**config.mk**
```make
export PLATFORM = sky130hd
export DESIGN_NAME = wpc_recon
export DESIGN_NICKNAME = d
export VERILOG_FILES = /design/src/rtl/wpc_pkg.sv /design/src/rtl/wpc_scale_bank.sv /design/src/rtl/wpc_term_gen.sv /design/src/rtl/wpc_accum.sv /design/src/rtl/wpc_sat.sv /design/src/rtl/wpc_recon.sv
export SDC_FILE = /design/constraint.sdc
export NUM_CORES = 2
export LEC_CHECK = 0
export BUFFER_PORTS_ARGS = -buffer_cell sky130_fd_sc_hd__buf_4
export CORE_UTILIZATION = 45
export CTS_BUF_LIST = sky130_fd_sc_hd__clkbuf_4 sky130_fd_sc_hd__clkbuf_8 sky130_fd_sc_hd__clkbuf_16
export DETAILED_ROUTE_END_ITERATION = 10
export SLEW_MARGIN = 20
export SYNTH_ARGS = -nofsm -noshare
export SYNTH_HDL_FRONTEND = slang
export SYNTH_HIERARCHICAL = 1
export SYNTH_SLANG_ARGS = --single-unit
```
**constraint.sdc**
```tcl
create_clock -name clk_i -period 12.95 [get_ports clk_i]
set_input_delay 1.295 -clock clk_i [delete_from_list [all_inputs] [get_ports clk_i]]
set_output_delay 1.295 -clock clk_i [all_outputs]
set_load 0.05 [all_outputs]
```
**src/rtl/wpc_pkg.sv**
```systemverilog
// Shared types for the weighted pipeline code reconstruction.
// Assumes the 1.5-bit stage code convention 00/01/10 with 11 unused.
package wpc_pkg;

    typedef enum logic [1:0] {
        DIG_NEG  = 2'd0,
        DIG_ZERO = 2'd1,
        DIG_POS  = 2'd2
    } digit_t;

    // Map a raw 2-bit stage code onto a signed digit; the unused code is zero.
    function automatic digit_t decode_digit(input logic [1:0] code);
        case (code)
            2'b00:   return DIG_NEG;
            2'b10:   return DIG_POS;
            default: return DIG_ZERO;
        endcase
    endfunction

endpackage

```
**src/rtl/wpc_scale_bank.sv**
```systemverilog
// Builds the running products of the stage weights, one per clock, after each
// load strobe. It then swaps the finished set into the active bank in a single cycle.
// Assumes each weight is unsigned Q0.16 and below 1.0. A new load restarts the build.
module wpc_scale_bank #(
    parameter int NSTG = 11,
    parameter int WW   = 16,
    parameter int SF   = 24
) (
    input  logic                          clk_i,
    input  logic                          rst_ni,
    input  logic                          load_i,
    input  logic [NSTG*WW-1:0]            wt_i,
    output logic [NSTG-1:0][SF:0]         scale_o
);
    localparam int SW = SF + 1;
    localparam int IW = (NSTG > 1) ? $clog2(NSTG) : 1;
    localparam logic [SW-1:0] ONE = SW'(1) << SF;

    logic [NSTG-1:0][WW-1:0] wreg_q;
    logic [NSTG-1:0][SW-1:0] shadow_q;
    logic [NSTG-1:0][SW-1:0] active_q;
    logic [SW-1:0]           acc_q;
    logic [IW-1:0]           idx_q;
    logic                    busy_q;
    logic                    commit_q;
    logic [SW+WW-1:0]        mul;
    logic [SW-1:0]           next_p;

    // One step of the running product, truncated back to Q1.SF.
    always_comb begin
        mul    = acc_q * wreg_q[idx_q];
        next_p = mul[SW+WW-1:WW];
    end

    // Load capture, sequential product build and single-cycle bank swap.
    always_ff @(posedge clk_i) begin
        if (!rst_ni) begin
            wreg_q   <= '0;
            acc_q    <= ONE;
            idx_q    <= '0;
            busy_q   <= 1'b0;
            commit_q <= 1'b0;
            for (int k = 0; k < NSTG; k++) begin
                shadow_q[k] <= ONE >> (k + 1);
                active_q[k] <= ONE >> (k + 1);
            end
        end else begin
            commit_q <= 1'b0;
            if (load_i) begin
                wreg_q <= wt_i;
                acc_q  <= ONE;
                idx_q  <= '0;
                busy_q <= 1'b1;
            end else if (busy_q) begin
                shadow_q[idx_q] <= next_p;
                acc_q           <= next_p;
                if (idx_q == IW'(NSTG - 1)) begin
                    busy_q   <= 1'b0;
                    commit_q <= 1'b1;
                end else begin
                    idx_q <= idx_q + 1'b1;
                end
            end
            if (commit_q) begin
                active_q <= shadow_q;
            end
        end
    end

    assign scale_o = active_q;

endmodule

```
**src/rtl/wpc_term_gen.sv**
```systemverilog
// First pipeline stage: turns each stage digit into a signed term of its
// running scale, and forms the flash term as floor(P_N*(2c-3)/4).
// Assumes the scales are stable for the cycle in which they are sampled.
module wpc_term_gen #(
    parameter int NSTG = 11,
    parameter int SF   = 24
) (
    input  logic                        clk_i,
    input  logic                        rst_ni,
    input  logic                        valid_i,
    input  logic [2*(NSTG+1)-1:0]       codes_i,
    input  logic [NSTG-1:0][SF:0]       scale_i,
    output logic                        valid_o,
    output logic [NSTG:0][SF+3:0]       terms_o
);
    import wpc_pkg::*;

    localparam int TW = SF + 4;

    logic [NSTG:0][TW-1:0] terms_d;
    logic signed [TW-1:0]  fp;
    logic signed [TW-1:0]  fmul;

    // Signed digit times scale for every stage, plus the flash term.
    always_comb begin
        for (int k = 0; k < NSTG; k++) begin
            case (decode_digit(codes_i[2*k +: 2]))
                DIG_NEG: terms_d[k] = -TW'(scale_i[k]);
                DIG_POS: terms_d[k] = TW'(scale_i[k]);
                default: terms_d[k] = '0;
            endcase
        end
        fp = TW'(scale_i[NSTG-1]);
        case (codes_i[2*NSTG +: 2])
            2'd0:    fmul = -(fp + (fp <<< 1));
            2'd1:    fmul = -fp;
            2'd2:    fmul = fp;
            default: fmul = fp + (fp <<< 1);
        endcase
        terms_d[NSTG] = fmul >>> 2;
    end

    // Register the terms and the valid flag.
    always_ff @(posedge clk_i) begin
        if (!rst_ni) begin
            valid_o <= 1'b0;
            terms_o <= '0;
        end else begin
            valid_o <= valid_i;
            terms_o <= terms_d;
        end
    end

endmodule

```
**src/rtl/wpc_accum.sv**
```systemverilog
// Second and third pipeline stages: the sum of all terms, then the offset to
// unipolar, the half-LSB rounding and the drop to the output scale.
// Assumes the sum fits in SF+8 signed bits.
module wpc_accum #(
    parameter int NSTG  = 11,
    parameter int SF    = 24,
    parameter int OUT_W = 12
) (
    input  logic                        clk_i,
    input  logic                        rst_ni,
    input  logic                        valid_i,
    input  logic [NSTG:0][SF+3:0]       terms_i,
    output logic                        valid_o,
    output logic signed [SF+7:0]        rnd_o
);
    localparam int SUMW  = SF + 8;
    localparam int SHIFT = SF + 1 - OUT_W;
    localparam logic signed [SUMW-1:0] ONE_S  = SUMW'(1) <<< SF;
    localparam logic signed [SUMW-1:0] HALF_S = SUMW'(1) <<< (SHIFT - 1);

    logic signed [SUMW-1:0] sum_d;
    logic signed [SUMW-1:0] sum_q;
    logic                   sv_q;

    // Sign-extend and add every term.
    always_comb begin
        sum_d = '0;
        for (int k = 0; k <= NSTG; k++) begin
            sum_d = sum_d + SUMW'($signed(terms_i[k]));
        end
    end

    // Sum register, then offset, round and scale register.
    always_ff @(posedge clk_i) begin
        if (!rst_ni) begin
            sv_q    <= 1'b0;
            sum_q   <= '0;
            valid_o <= 1'b0;
            rnd_o   <= '0;
        end else begin
            sv_q    <= valid_i;
            sum_q   <= sum_d;
            valid_o <= sv_q;
            rnd_o   <= (sum_q + ONE_S + HALF_S) >>> SHIFT;
        end
    end

endmodule

```
**src/rtl/wpc_sat.sv**
```systemverilog
// Last pipeline stage: clamps the rounded value into 0 .. 2^OUT_W-1.
// Assumes a signed input that may lie outside the output range.
module wpc_sat #(
    parameter int SUMW  = 32,
    parameter int OUT_W = 12
) (
    input  logic                     clk_i,
    input  logic                     rst_ni,
    input  logic                     valid_i,
    input  logic signed [SUMW-1:0]   rnd_i,
    output logic                     valid_o,
    output logic [OUT_W-1:0]         code_o
);
    localparam logic signed [SUMW-1:0] MAX_S = (SUMW'(1) <<< OUT_W) - 1;

    // Clamp and register the output word.
    always_ff @(posedge clk_i) begin
        if (!rst_ni) begin
            valid_o <= 1'b0;
            code_o  <= '0;
        end else begin
            valid_o <= valid_i;
            if (rnd_i[SUMW-1]) begin
                code_o <= '0;
            end else if (rnd_i > MAX_S) begin
                code_o <= '1;
            end else begin
                code_o <= rnd_i[OUT_W-1:0];
            end
        end
    end

endmodule

```
**src/rtl/wpc_recon.sv**
```systemverilog
// Weighted reconstruction of pipelined-converter stage codes into one output word.
// It has a four-stage datapath, one sample per clock, and per-stage calibrated scales.
// Assumes the stage codes are time-aligned upstream.
module wpc_recon #(
    parameter int NSTG  = 11,
    parameter int WW    = 16,
    parameter int SF    = 24,
    parameter int OUT_W = 12
) (
    input  logic                     clk_i,
    input  logic                     rst_ni,
    input  logic                     in_valid_i,
    input  logic [2*(NSTG+1)-1:0]    codes_i,
    input  logic                     wt_load_i,
    input  logic [NSTG*WW-1:0]       wt_i,
    output logic                     out_valid_o,
    output logic [OUT_W-1:0]         out_code_o
);
    localparam int TW   = SF + 4;
    localparam int SUMW = SF + 8;

    logic [NSTG-1:0][SF:0]   scale_w;
    logic [NSTG:0][TW-1:0]   terms_w;
    logic                    tv_w;
    logic signed [SUMW-1:0]  rnd_w;
    logic                    rv_w;

    wpc_scale_bank #(.NSTG(NSTG), .WW(WW), .SF(SF)) u_bank (
        .clk_i   (clk_i),
        .rst_ni  (rst_ni),
        .load_i  (wt_load_i),
        .wt_i    (wt_i),
        .scale_o (scale_w)
    );

    wpc_term_gen #(.NSTG(NSTG), .SF(SF)) u_terms (
        .clk_i   (clk_i),
        .rst_ni  (rst_ni),
        .valid_i (in_valid_i),
        .codes_i (codes_i),
        .scale_i (scale_w),
        .valid_o (tv_w),
        .terms_o (terms_w)
    );

    wpc_accum #(.NSTG(NSTG), .SF(SF), .OUT_W(OUT_W)) u_accum (
        .clk_i   (clk_i),
        .rst_ni  (rst_ni),
        .valid_i (tv_w),
        .terms_i (terms_w),
        .valid_o (rv_w),
        .rnd_o   (rnd_w)
    );

    wpc_sat #(.SUMW(SUMW), .OUT_W(OUT_W)) u_sat (
        .clk_i   (clk_i),
        .rst_ni  (rst_ni),
        .valid_i (rv_w),
        .rnd_i   (rnd_w),
        .valid_o (out_valid_o),
        .code_o  (out_code_o)
    );

endmodule

```
==> impl_results.md <==
- Status: finished, final reports clean
- Hold Crit Depth: 1
- Multi-input gate area: 41,400 um^2
- Initial DRT Pass Iterations: 6
- Maximum clock rate: 105 MHz
- Hold Path Sink: u_accum/sv_q
- Vias per cell: 5.41
- Vias in the first global route: 52,500
- Met2 Use GR: 44.2%
- Slew @ Worst Pin: 1150 ps
- GRT met3 Usage: 4.06%
- Port Buffer Count: 216
- Syn avg cell area: 8.94 um^2
- Total Routing Usage GR: 26.6%
- Antenna violation net count after detailed routing: 0
- Avg WL per Cell: 21.2 um
- Register area share after synthesis: 33.1%
- Synth cell types: 98
- R2r setup slk: 3450 ps
- Worst r2r dst: u_bank/shadow_q[195]
- Hold path start: u_terms/valid_o
- Slew HR: 22.2%
- P per Cell Area: 116 nW/um^2
- # H-tree levels: 4
- Final Setup Violations: 0
- Area Overhead vs Synth: 11.6%
- CORE AREA: 152,000 um^2
- Share of cells above drive strength 1: 8.50%
- Final worst path period need: 9500 ps
- EDFF count, synth: 0
- Max_cap viols: 0
- Mapped Cells: 7,750
- Starting Density: 45.5%
- Routed via count: 53,400
- Final hold violations: 0
- Type of origin of the critical path: register
- Flops & latches, synth: 1,146
- Most frequent cells in the layout: 1,142 x dfxtp_1, 950 x nor2_1, 938 x inv_1
- Nets: 8,757
- Antenna violations before repair: 12
- Fillers: 14,200
- Leakage power total: 31.9 nW
- Root Buffer: clkbuf_16
- Die width: 394 um
- Met1 Use GR: 35.0%
- Post-CTS setup buffer count: 0
- I/O pins: 217
- RSZ-0062 raised after global routing: false
- Gr ovfl total: 0
- Total Routed Length: 209 mm
- Die Ht: 394 um
- Post-CTS resize count: 0
- Busiest grt layer: met2
- Routability congestion estimate: 0.901
- Hold-fix buffers, CTS: 0
- Clk_lat worst skew: 760 ps
- Peak VDD IR: 0.000110 V
- First DRT Iteration DRCs: 4,088
- Worst Skew: 33.8 ps
- FP Rows: 143
- Clock-pin slew on the worst setup and hold paths: 70 ps
- Critical Path RT: 13,600 ps
- Async set-or-reset flop fraction in the synthesized netlist: 0%
- Most common cell after layout, fill and taps aside: dfxtp_1
- Setup CP Type: register to register
- Crit-path max FO: 31
- Reg2Reg Depth: 27
- DP Wirelength: 155 mm
- DIE AREA: 156,000 um^2
- Post-synth top flop: dfxtp_1
- Final WS setup: 3450 ps
- TritonCTS buffer count: 131
- Register Area: 23,000 um^2
- Launch point of the worst reg-to-reg path: u_bank/idx_q[1]
- Crit. End Element: register
- DR DRC count: 0
- Deepest clock path buffer count: 3
- Worst slack, placed: 3350 ps
- Mapped cell area: 69,300 um^2
- Syn_nets: 8,764
- TritonCTS clock tree: built
- Largest net degree at the start of global routing: 213
- First-pass GRT wire length: 320 mm
- Max-slew violation count: 0
- TNS Setup: 0 ps
- Tightest Hold Check Type: register to register
- Period utilisation layout: 73.3%
- CTS Sinks: 1,146
- Critical Path AT: 10,150 ps
- Synth Warn #: 6
-- layout make-up --
class | instances | area share, %
antenna | 4 | 0.0129
clock buffer | 185 | 4.97
clock inverter | 44 | 0.857
inverter | 941 | 4.58
multi-input combinational | 5210 | 53.5
sequential | 1146 | 29.7
tap | 2030 | 3.28
timing repair buffer | 313 | 3.12
-- flip-flops by register name, summed over array words and instances, names as in the netlist --
| name | flops |
|---|---|
| u_bank/acc_q | 25 |
| u_sat/code_o | 12 |
| u_accum/rnd_o | 19 |
| u_accum/sv_q | 1 |
| u_bank/commit_q | 1 |
| u_sat/valid_o | 1 |
| u_terms/valid_o | 1 |
| u_bank/wreg_q | 176 |
| u_terms/terms_o | 334 |
| u_bank/busy_q | 1 |
| u_bank/scale_o | 275 |
| u_accum/valid_o | 1 |
| u_bank/shadow_q | 275 |
| u_accum/sum_q | 20 |
| u_bank/idx_q | 4 |
-- logic make-up after synthesis --
kind of cell	count (synthesis)	share of synthesized area, %
compound gates	1197	10.3
fa+ha+maj	810	21.2
buf+inv	1394	7.71
mux	546	8.51
simple gates	2403	16.0
xor+xnor	254	3.21
flops	1146	33.1
-- through the flow --
step           util, %  instances  instance area [um^2]  hold slack, ps  total power, mW
2_1_floorplan        -       7750                 69300             412             4.77
3_3_place_gp      47.8       9640                 72800             415             5.21
3_5_place_dp      47.8       9640                 72800             423             5.23
4_1_cts           50.7       9869                 77300             421             9.07
5_1_grt           50.7       9871                 77300             442             9.38
6_report          50.7       9873                 77300             415             8.99
-- cells in the mapped netlist (15+ instances only) --
cell	n	share of area (%)
xor2_1	39	0.49
inv_1	938	5.1
o21ai_0	290	2.1
a21oi_1	492	3.6
a211oi_1	56	0.61
o31ai_1	23	0.25
buf_4	20	0.22
buf_1	66	0.36
nand3_1	162	1.2
nand4_1	36	0.32
a31oi_1	62	0.56
o22ai_1	30	0.27
and2_1	238	2.1
o21a_1	46	0.50
dfxtp_1	1146	33
or3_1	110	0.99
nand2_1	557	3.0
nor4_1	42	0.38
and3_1	30	0.27
xnor2_1	215	2.7
clkbuf_1	351	1.9
nor3_1	132	0.95
nand2b_1	38	0.34
fa_1	604	17
mux4_2	34	1.1
ha_1	206	3.7
or4_1	15	0.16
o211ai_1	21	0.23
nor2b_1	16	0.14
mux2i_1	509	7.4
nor2_1	951	5.2
a21o_1	44	0.48
-- worst max-delay path: stages, from the launching register on --
cell and delay, ps:
dfxtp_2 890, buf_4 500, nor2b_1 260, buf_4 240, a21oi_1 180, o22ai_2 100, buf_4 240, and2_1 210
fa_1 530, inv_1 50, fa_1 490, fa_1 530, inv_1 60, fa_1 460, fa_1 540, inv_1 50
fa_1 520, inv_1 40, ha_1 340, a21o_1 210, a31oi_1 330, o21bai_1 140, a311o_1 310, a31oi_1 560
o31ai_1 310, mux2i_1 790, o21ai_0 230, and2_1 200
-- worst max path at each step --
| stage | from | to | slack (ps) | cells past startpoint |
|---|---|---|---|---|
| global placement | u_bank/idx_q[0] | u_bank/shadow_q[45] | 3430 | 24 |
| detailed placement | u_bank/idx_q[0] | u_bank/shadow_q[45] | 3350 | 24 |
| CTS | u_bank/idx_q[0] | u_bank/shadow_q[195] | 3280 | 24 |
| finish | u_bank/idx_q[1] | u_bank/shadow_q[195] | 3450 | 27 |
| floorplan | u_bank/idx_q[0] | u_bank/shadow_q[124] | 4850 | 28 |
| global route | u_bank/idx_q[1] | u_bank/shadow_q[170] | 2980 | 27 |
-- power breakdown --
| group | internal (mW) | total, mW | switching, mW |
|---|---|---|---|
| logic | 0.547 | 1.43 | 0.887 |
| registers | 3.63 | 3.71 | 0.0812 |
| clock network | 2.29 | 3.85 | 1.55 |
-- routing by layer --
layer / part of all wire (%) / vias to the layer above
met2: 47 / 1741
met1: 43 / 26100
li1: - / 25200
met4: 3.9 / 6
met5: 0.023 / -
met3: 6.4 / 328
No activity file was read; power rests on OpenSTA's default activity.
